<file path="src/rtl/bank_dec_pkg.sv">
package bank_dec_pkg;
    localparam int UK_W = 12;
    localparam int LK_W = 4;
    localparam int SIZE_BITS = 10;

    typedef struct packed {
        logic            en;
        logic [UK_W-1:0] up_mask;
        logic [UK_W-1:0] up_val;
        logic [LK_W-1:0] lo_mask;
        logic [LK_W-1:0] lo_val;
    } dec_word_t;

    localparam int DEC_W = $bits(dec_word_t);

    typedef enum logic [1:0] {
        S_IDLE = 2'd0,
        S_HIT  = 2'd1,
        S_MISS = 2'd2
    } rsp_state_t;
endpackage

</file>
<file path="src/rtl/bank_dec_regs.sv">
module bank_dec_regs
    import bank_dec_pkg::*;
#(
    parameter int NB = 4,
    localparam int BW = $clog2(NB)
) (
    input  logic                clk,
    input  logic                rst_n,
    input  logic                we,
    input  logic [BW-1:0]       sel,
    input  logic [DEC_W-1:0]    wdata,
    output dec_word_t [NB-1:0]  words
);
    dec_word_t [NB-1:0] words_q;

    always_ff @(posedge clk or negedge rst_n) begin
        if (!rst_n) begin
            words_q <= '0;
        end else if (we) begin
            words_q[sel] <= dec_word_t'(wdata);
        end
    end

    assign words = words_q;

    for (genvar b = 0; b < NB; b++) begin : g_chk
        assert_write_lands_R2: assert property (@(posedge clk) disable iff (!rst_n)
            (we && sel == BW'(b)) |=> (words_q[b] == $past(wdata)));
        assert_hold_unwritten_R2: assert property (@(posedge clk) disable iff (!rst_n)
            !(we && sel == BW'(b)) |=> $stable(words_q[b]));
    end
endmodule

</file>
<file path="src/rtl/bank_dec_match.sv">
module bank_dec_match
    import bank_dec_pkg::*;
#(
    parameter int PA_W = 45,
    parameter int UPPER_SHIFT = 33,
    parameter int LOWER_SHIFT = 6
) (
    input  dec_word_t        word,
    input  logic [PA_W-1:0]  addr,
    output logic             hit
);
    logic [UK_W-1:0] up_f;
    logic [LK_W-1:0] lo_f;
    logic            up_ok;
    logic            lo_ok;

    assign up_f  = addr[UPPER_SHIFT +: UK_W];
    assign lo_f  = addr[LOWER_SHIFT +: LK_W];
    assign up_ok = ((up_f ^ word.up_val) & ~word.up_mask) == '0;
    assign lo_ok = ((lo_f ^ word.lo_val) & ~word.lo_mask) == '0;
    assign hit   = word.en && up_ok && lo_ok;
endmodule

</file>
<file path="src/rtl/bank_dec_geom.sv">
module bank_dec_geom
    import bank_dec_pkg::*;
#(
    parameter int PA_W = 45,
    parameter int UPPER_SHIFT = 33
) (
    input  dec_word_t        word,
    output logic [4:0]       ileave,
    output logic [PA_W-1:0]  base,
    output logic [PA_W-1:0]  size
);
    logic [2:0]      lg;
    logic [PA_W-1:0] span;

    always_comb begin
        unique case (word.lo_mask)
            4'hE:    begin ileave = 5'd2;  lg = 3'd1; end
            4'hC:    begin ileave = 5'd4;  lg = 3'd2; end
            4'h8:    begin ileave = 5'd8;  lg = 3'd3; end
            4'h0:    begin ileave = 5'd16; lg = 3'd4; end
            default: begin ileave = 5'd1;  lg = 3'd0; end
        endcase
    end

    assign base = PA_W'(word.up_val & ~word.up_mask) << UPPER_SHIFT;
    assign span = PA_W'({1'b0, word.up_mask[SIZE_BITS-1:0]} + 11'd1) << UPPER_SHIFT;
    assign size = span >> lg;

    always_comb begin
        assert_ileave_pow2_R9: assert ($onehot(ileave));
    end
endmodule

</file>
<file path="src/rtl/mem_bank_decoder.sv">
module mem_bank_decoder
    import bank_dec_pkg::*;
#(
    parameter int NB = 4,
    parameter int PA_W = 45,
    parameter int UPPER_SHIFT = 33,
    parameter int LOWER_SHIFT = 6,
    parameter int PORT_W = 5,
    localparam int BW = $clog2(NB),
    localparam int GID_W = PORT_W + BW
) (
    input  logic                 clk,
    input  logic                 rst_n,
    input  logic                 cfg_we,
    input  logic [BW-1:0]        cfg_bank,
    input  logic [DEC_W-1:0]     cfg_wdata,
    input  logic [PORT_W-1:0]    port_id,
    input  logic                 lk_req,
    input  logic [PA_W-1:0]      lk_addr,
    output logic                 rsp_valid,
    output logic                 rsp_hit,
    output logic                 rsp_miss,
    output logic [BW-1:0]        rsp_bank,
    output logic [GID_W-1:0]     rsp_gid,
    output logic [NB*5-1:0]      bank_ileave,
    output logic [NB*PA_W-1:0]   bank_base,
    output logic [NB*PA_W-1:0]   bank_size
);
    dec_word_t [NB-1:0] words;
    logic [NB-1:0]      hits;
    logic               any_hit;
    logic [BW-1:0]      win;
    rsp_state_t         state_q, state_d;
    logic [BW-1:0]      bank_q;
    logic [GID_W-1:0]   gid_q;

    bank_dec_regs #(.NB(NB)) regs_i (
        .clk(clk), .rst_n(rst_n), .we(cfg_we), .sel(cfg_bank),
        .wdata(cfg_wdata), .words(words)
    );

    for (genvar b = 0; b < NB; b++) begin : g_bank
        bank_dec_match #(.PA_W(PA_W), .UPPER_SHIFT(UPPER_SHIFT), .LOWER_SHIFT(LOWER_SHIFT)) match_i (
            .word(words[b]), .addr(lk_addr), .hit(hits[b])
        );
        bank_dec_geom #(.PA_W(PA_W), .UPPER_SHIFT(UPPER_SHIFT)) geom_i (
            .word(words[b]),
            .ileave(bank_ileave[b*5 +: 5]),
            .base(bank_base[b*PA_W +: PA_W]),
            .size(bank_size[b*PA_W +: PA_W])
        );
    end

    // lowest index wins: scan from the top so lower banks overwrite
    always_comb begin
        win = '0;
        for (int b = NB - 1; b >= 0; b--) begin
            if (hits[b]) win = BW'(b);
        end
    end
    assign any_hit = |hits;

    always_comb begin
        if (!lk_req)      state_d = S_IDLE;
        else if (any_hit) state_d = S_HIT;
        else              state_d = S_MISS;
    end

    always_ff @(posedge clk or negedge rst_n) begin
        if (!rst_n) begin
            state_q <= S_IDLE;
            bank_q  <= '0;
            gid_q   <= '0;
        end else begin
            state_q <= state_d;
            if (lk_req) begin
                bank_q <= any_hit ? win : '0;
                gid_q  <= {port_id, (any_hit ? win : BW'(0))};
            end
        end
    end

    always_comb begin
        rsp_valid = 1'b0;
        rsp_hit   = 1'b0;
        rsp_miss  = 1'b0;
        unique case (state_q)
            S_HIT:   begin rsp_valid = 1'b1; rsp_hit  = 1'b1; end
            S_MISS:  begin rsp_valid = 1'b1; rsp_miss = 1'b1; end
            default: ;
        endcase
        rsp_bank = bank_q;
        rsp_gid  = gid_q;
    end

    assert_strobe_follows_req_R6: assert property (@(posedge clk) disable iff (!rst_n)
        lk_req |=> rsp_valid);
    assert_no_strobe_without_req_R6: assert property (@(posedge clk) disable iff (!rst_n)
        !lk_req |=> !rsp_valid);
    assert_hit_miss_exclusive_R7: assert property (@(posedge clk) disable iff (!rst_n)
        $onehot0({rsp_hit, rsp_miss}));
    assert_miss_bank_zero_R7: assert property (@(posedge clk) disable iff (!rst_n)
        rsp_miss |-> (rsp_bank == '0));
    assert_gid_port_R8: assert property (@(posedge clk) disable iff (!rst_n)
        lk_req |=> (rsp_gid[GID_W-1:BW] == $past(port_id)));
    assert_winner_matched_R5: assert property (@(posedge clk) disable iff (!rst_n)
        (lk_req && any_hit) |-> hits[win]);
endmodule

</file>
<file path="config.mk">
export PLATFORM = sky130hd
export DESIGN_NAME = mem_bank_decoder
export DESIGN_NICKNAME = d
export VERILOG_FILES = /design/src/rtl/bank_dec_pkg.sv /design/src/rtl/bank_dec_regs.sv /design/src/rtl/bank_dec_match.sv /design/src/rtl/bank_dec_geom.sv /design/src/rtl/mem_bank_decoder.sv
export SDC_FILE = /design/constraint.sdc
export NUM_CORES = 1
export LEC_CHECK = 0
export BUFFER_PORTS_ARGS = -buffer_cell sky130_fd_sc_hd__buf_2
export CORE_AREA = 8 8 182 184
export CTS_CLUSTER_SIZE = 24
export DETAILED_ROUTE_END_ITERATION = 8
export DIE_AREA = 0 0 190 192
export PLACE_DENSITY = 0.74
export SYNTH_ARGS = -nofsm -noshare
export SYNTH_HDL_FRONTEND = slang
export SYNTH_SLANG_ARGS = --single-unit
</file>
<file path="constraint.sdc">
create_clock -name clk -period 2.5 [get_ports clk]
set_clock_uncertainty 0.15 [all_clocks]
set_input_delay 0.125 -clock clk [delete_from_list [all_inputs] [get_ports clk]]
set_output_delay 0.125 -clock clk [all_outputs]
set_load 0.02 [all_outputs]
</file>
==> results of run 1 <==
[routing by layer]
metal | share of wire (%) | global-route usage [%] | up-vias
li1 | - | - | 4372
met1 | 36 | 22.7 | 4748
met2 | 50 | 33.5 | 565
met3 | 9.7 | 3.87 | 82
met4 | 3.8 | 7.49 | 2
met5 | 0.044 | 0 | -
[worst max-delay path: stages (launching register included)]
cell and delay (ps):
dfrtp_2 440, xnor2_4 340, and2_4 290, buf_6 140
mux2i_4 240, nor2_1 60, a221o_1 300, buf_6 140
[layout make-up]
class                           instances  area [µm²]  share of cell area, %
Antenna cell                            1        2.50                 0.0174
Clock buffer                           19         443                   3.08
Clock inverter                         13         156                   1.09
Inverter                               11        48.8                  0.339
Multi-Input combinational cell        995        7180                   49.9
Sequential cell                       141        3550                   24.7
Tap cell                              396         495                   3.44
Timing Repair Buffer                  359        2510                   17.4
[power breakdown]
group	total (µW)	switching, µW	internal, µW
registers	3180	470	2710
logic	6110	3480	2640
clock network	2550	1030	1520
total	11800	4980	6870
[final timing paths]
kind	endpoint	depth (start not counted)	from
setup / recovery	bank_size[32]	7	regs_i.words[5]
hold / removal	regs_i.words[5]	2	rst_n
setup reg to reg	rsp_gid[1]	6	regs_i.words[55]
hold reg to reg	regs_i.words[32]	1	regs_i.words[32]
max in group asynchronous	regs_i.words[53]	3	rst_n
min in group clk	regs_i.words[104]	2	cfg_wdata[5]
[cell families (layout without fill, tap and decap cells)]
group	after synthesis	in the layout	synth area share, %
AOI/OAI and AO/OA	186	186	10.9
xor gates and xnor gates	83	83	6.53
adders and majority gates	6	6	0.667
buffers and inverters	350	402	20.6
DFF	141	141	31.3
muxes	161	161	15.9
other	1	253	0.0333
and+or+nand+nor	305	307	14.1
[cells in the mapped netlist, types with 3 or more instances]
master,instances,share of area (%)
nor3_1,16,0.71
xor2_1,9,0.70
a22oi_1,6,0.40
ha_1,6,0.67
xnor2_1,73,5.7
nor4_1,5,0.28
nor3b_1,6,0.40
a32oi_1,7,0.54
clkbuf_1,61,2.0
and2_1,14,0.78
a31o_2,4,0.31
o2bb2ai_1,3,0.23
nor2_1,65,2.2
or2_2,4,0.22
a21boi_0,3,0.20
mux2i_1,22,2.0
o21ai_0,32,1.4
inv_1,11,0.37
a211o_1,4,0.31
and4_1,5,0.39
dfrtp_1,141,31
buf_2,16,0.71
a22o_1,4,0.31
a21oi_1,37,1.6
o22ai_1,37,2.1
mux2_2,139,14
buf_4,258,17
nand2b_1,5,0.28
a221oi_1,6,0.47
nand3_1,25,1.1
and3_1,15,0.83
a31oi_1,13,0.72
nor2b_1,53,2.9
a211oi_1,9,0.60
nand4_1,23,1.3
nand2_1,58,1.9
[stage by stage]
stage                     util [%]  instances  TNS, ps  cell area, µm²  worst slack [ps]
after detailed placement      39.5       1806        0           11900              46.3
final                         47.6       1935    -1420           14400              -136
after floorplan                  -       1484    -12.0           12200             -12.0
after global routing          47.6       1935    -4540           14400              -245
after global placement        39.5       1806        0           11900              41.8
after CTS                     45.3       1910     -896           13700              -132
[state kept, by name (all words and copies together) (netlist names)]
signal and count:
regs_i.words 132, rsp_gid 6, state_q 2, rsp_bank 1
[repair_timing]
action | 4_1_cts | 5_1_grt
pin swaps | 36 | 55
setup endpoints to repair | 53 | 46
resized for setup | 141 | 136
endpoints found under the hold margin | 268 | 3
setup buffers | 28 | 22
hold buffers | 42 | 2
cloned | 2 | 1
==> metrics.md, run 1 <==
| Metric | Value |
|---|---|
| Tot Pwr | 11800 µW |
| Hold WS | 8.12 ps |
| EDFF count, synth | 0 |
| Hold/Removal Path Class | input port to async pin |
| Setup slack on the worst flop-to-flop path | 460 ps |
| Endpoints failing setup | 22 |
| Peak supply drop | 0.000623 V |
| Yosys reg bits | 141 |
| Vias | 9769 |
| Worst-path fanout max | 7 |
| TritonCTS Sinks | 141 |
| CTS buffer count | 17 |
| H-tree depth | 4 |
| Die ar. | 36500 µm² |
| Unique masters post-synth | 64 |
| Initial Utilization | 37.3% |
| Most frequent cells in the layout | 252 x conb_1, 161 x buf_2, 139 x mux2_2, 129 x buf_4, 124 x dfrtp_1 |
| Synth Cell Area | 11300 µm² |
| Startpoint Class | register |
| Yosys warning total | 0 |
| Synth Flop Type | dfrtp_1 |
| Drt drc | 0 |
| Status | complete, but fails checks |
| Share of layout cells above drive strength 1 | 41.9% |
| Setup CP Type | register to output pin |
| DRT Pass-1 Iters | 5 |
| GP Congestion | 0.866 |
| Worst-Margin Slew | 659 ps |
| Crit. End Element | output pin |
| FILL cells | 2726 |
| Final cycle utilization of the critical path | 105% |
| Sequential area share after synthesis | 31.3% |
| Power density over the cells | 824 nW/µm² |
| Clock Tree Root | clkbuf_16 |
| Required @ worst endpoint | 2230 ps |
| Wire per inst | 20.2 µm |
| Total grt overflow | 0 |
| Synthesized instance count | 1233 |
| Achievable Freq | 379 MHz |
| Arrival time at the worst endpoint | 2360 ps |
| Detailed placer's ending HPWL | 28500 µm |
| Die Y | 192 µm |
| Async SR Flop Fraction | 100% |
| Area growth syn-to-layout | 27.8% |
| I/O pins | 481 |
| Post-layout minimum cycle time | 2640 ps |
| Total core area | 30200 µm² |
| Clock buffer depth | 2 |
| Total global routing track utilization | 19.1% |
| Max_cap viols | 0 |
| Most common cell after layout, fill and taps aside | conb_1 |
| Largest net degree at the start of global routing | 82 |
| Clk slew on worst S/H paths | 60 ps |
| Endpoints failing hold | 0 |
| Vias in the first global route | 9245 |
| Pleak | 0.00661 µW |
| Final wirelength | 39100 µm |
| Global-route wire length before repair | 54500 µm |
| Fin. max-slew vios | 0 |
| # nets final | 1620 |
| Final setup margin | -136 ps |
| DRT iter0 DRCs | 757 |
| Chip width | 190 µm |
| Port buffer count | 199 |
| RSZ-0062 raised after global routing | yes |
| Avg Inst Size Synth | 9.13 µm² |
| Initial antenna violation count | 2 |
| Row count | 64 |
| Worst slew margin | 56.1% |
| Failing checks | setup timing |
| TritonCTS clock tree | done |
| Vias per inst | 5.05 |
| Antenna viol nets, final | 0 |
| Worst-Skew Late Latency | 420 ps |
No activity file was read; power rests on OpenSTA's default activity.
==> run 2: changes to the inputs <==
CORE_AREA = 4 4 183 185   (was 8 8 182 184)
DIE_AREA = 0 0 187 189   (was 0 0 190 192)
PLACE_DENSITY = 0.71   (was 0.74)
SKIP_LAST_GASP = 1   (was unset)
==> run 2 against run 1 <==
Against the previous run: the flow still finishes with violations (setup timing); global-route usage hardly changed; sequential share of layout area is 0.30 points lower; critical path depth is 2 higher; total power is 1.4% higher; largest cell class unchanged.
==> metrics.md, run 2 (synthesized netlist as in run 1, its figures left out) <==
| Metric | Value |
|---|---|
| Status | complete, but fails checks |
| Failing checks | setup timing |
| Finished Cell Area | 14600 µm² (+1.2%) |
| I/O pins | 481 (unchanged) |
| Post-layout minimum cycle time | 2610 ps (-22.6 ps) |
| Worst slew margin | 62.7% (+6.6 points) |
| Clock buffer depth | 2 (unchanged) |
| GP Congestion | 0.901 (+4.1%) |
| Sw Share | 42.0% (about the same) |
| Combinational share of power | 51.2% (-0.4 points) |
| TritonCTS Sinks | 141 (unchanged) |
| Dpl cell area | 11900 µm² (-0.25%) |
| H-tree depth | 4 (unchanged) |
| Largest register FFs | 132 (unchanged) |
| Hold/Removal Path Class | input port to async pin |
| Achievable Freq | 383 MHz (+0.86%) |
| Core Util, Final | 45.4% (-2.2 points) |
| Share of layout cells above drive strength 1 | 42.2% (+0.30 points) |
| Vias per inst | 5.02 (-0.50%) |
| Drt drc | 0 (unchanged) |
| Worst-Skew Late Latency | 420 ps (about the same) |
| Most common cell after layout, fill and taps aside | conb_1 |
| Startpoint Class | register |
| Vias | 9780 (+0.11%) |
| Pleak | 0.00670 µW (+1.3%) |
| Setup TNS | -1390 ps (+36.3 ps) |
| Arrival time at the worst endpoint | 2340 ps (-20 ps) |
| Final wirelength | 37200 µm (-4.7%) |
| Wire per inst | 19.1 µm (-5.3%) |
| DRT Pass-1 Iters | 5 (unchanged) |
| Endpoints failing hold | 0 (unchanged) |
| Setup CP Type | register to output pin |
| Clock Tree Root | clkbuf_16 |
| Switching power total | 5050 µW (+1.4%) |
| Initial antenna violation count | 1 (-1) |
| RSZ-0062 raised after global routing | yes |
| Vias in the first global route | 9142 (-1.1%) |
| Die Y | 189 µm (-1.6%) |
| Chip width | 187 µm (-1.6%) |
| Max_cap viols | 0 (unchanged) |
| DRT iter0 DRCs | 666 (-12%) |
| Clock share of power | 22.2% (+0.6 points) |
| Antenna viol nets, final | 0 (unchanged) |
| Largest net degree at the start of global routing | 57 (-30%) |
| Endpoints failing setup | 25 (+14%) |
| Total global routing track utilization | 19.1% (-0.036 points) |
| Die ar. | 35300 µm² (-3.1%) |
| Row count | 66 (+3.1%) |
| Sequential share of power | 26.7% (about the same) |
| Detailed placer's ending HPWL | 26500 µm (-6.9%) |
| Total core area | 32000 µm² (+6.1%) |
| Final setup margin | -113 ps (+22.6 ps) |
| Area growth syn-to-layout | 29.4% |
| Clk slew on worst S/H paths | 60 ps (about the same) |
| Required @ worst endpoint | 2230 ps (about the same) |
| Power density over the cells | 825 nW/µm² (+0.16%) |
| Fin. max-slew vios | 0 (unchanged) |
| Final cycle utilization of the critical path | 105% (-0.90 points) |
| Most frequent cells in the layout | 252 x conb_1, 160 x buf_2, 137 x mux2_2, 124 x buf_4, 124 x dfrtp_1 |
| Internal power | 6970 µW (+1.4%) |
| Initial Utilization | 35.1% (-2.2 points) |
| # nets final | 1621 (+0.062%) |
| FILL cells | 2988 (+9.6%) |
| Ant. Diodes | 0 (-1) |
| Peak supply drop | 0.000474 V (-24%) |
| CTS buffer count | 17 (unchanged) |
| Global-route wire length before repair | 53400 µm (-2.0%) |
| Worst-Margin Slew | 560 ps (-98.9 ps) |
| Total grt overflow | 0 (unchanged) |
| Port buffer count | 199 (unchanged) |
| Sequential Area | 3550 µm² (unchanged) |
| TritonCTS clock tree | done |
| Crit. End Element | output pin |
| Worst-path fanout max | 5 (-2) |
| Area of the multi-input gates | 7260 µm² (+1.2%) |
-- run 2: layout make-up --
type / instances / share of cell area [%]
Clock buffer: 19 / 3.11
Clock inverter: 13 / 1.19
Inverter: 11 / 0.369
Multi-Input combinational cell: 995 / 49.9
Sequential cell: 141 / 24.4
Tap cell: 408 / 3.51
Timing Repair Buffer: 360 / 17.6
-- run 2: worst max-delay path, cell delays in order (launching register included) --
cell     delay, ps
dfrtp_2        440
xnor2_4        290
buf_4          180
nand2_4         80
buf_6          160
nand2_1         60
o21ai_1        110
mux2_2         290
a21oi_1        150
buf_4          160
-- run 2: path summary, 6_finish.rpt --
path	startpoint	slack [ps]	to	depth (start not counted)
setup / recovery	regs_i.words[5]	-110	bank_size[33]	9
hold / removal	rst_n	70	regs_i.words[6]	2
setup reg to reg	regs_i.words[85]	490	rsp_bank[0]	6
hold reg to reg	regs_i.words[32]	350	regs_i.words[32]	1
max in group asynchronous	rst_n	1380	regs_i.words[40]	3
min in group clk	cfg_bank[1]	240	regs_i.words[20]	5
-- run 2: power by group through the flow --
stage | Sequential [µW] | Combinational [µW] | Clock (µW)
final | 3200 | 6150 | 2660
after global placement | 3150 | 4710 | 0
after floorplan | 3030 | 3680 | 0
after CTS | 3170 | 5480 | 2700
after detailed placement | 3170 | 4770 | 0
after global routing | 3270 | 6540 | 2790
-- run 2: what timing repair did --
action                                 CTS  global route
gates cloned                             3             0
setup buffers                           26            29
pin swaps                               33            61
endpoints found under the hold margin  232             0
hold buffers                            45             0
gates resized for setup                169           127
setup endpoints to repair               55            51
-- run 2: metal layers --
layer / routed length, µm / GRT usage (%) / vias up
met5: 13 / 0 / -
met4: 966 / 4.84 / 2
met3: 3370 / 4.52 / 67
met2: 18800 / 34.0 / 553
li1: - / - / 4370
met1: 14100 / 23.4 / 4788
-- run 2: through the flow --
stage          std cells  setup WS (ps)  power (µW)  hold slack (ps)
2_1_floorplan       1484          -12.0        6700             -321
3_3_place_gp        1812            125        7860            -33.5
3_5_place_dp        1812           58.6        7940            -19.8
5_1_grt             1947           -252       12600              117
6_report            1947           -113       12000             74.3
4_1_cts             1918          -95.9       11300              100
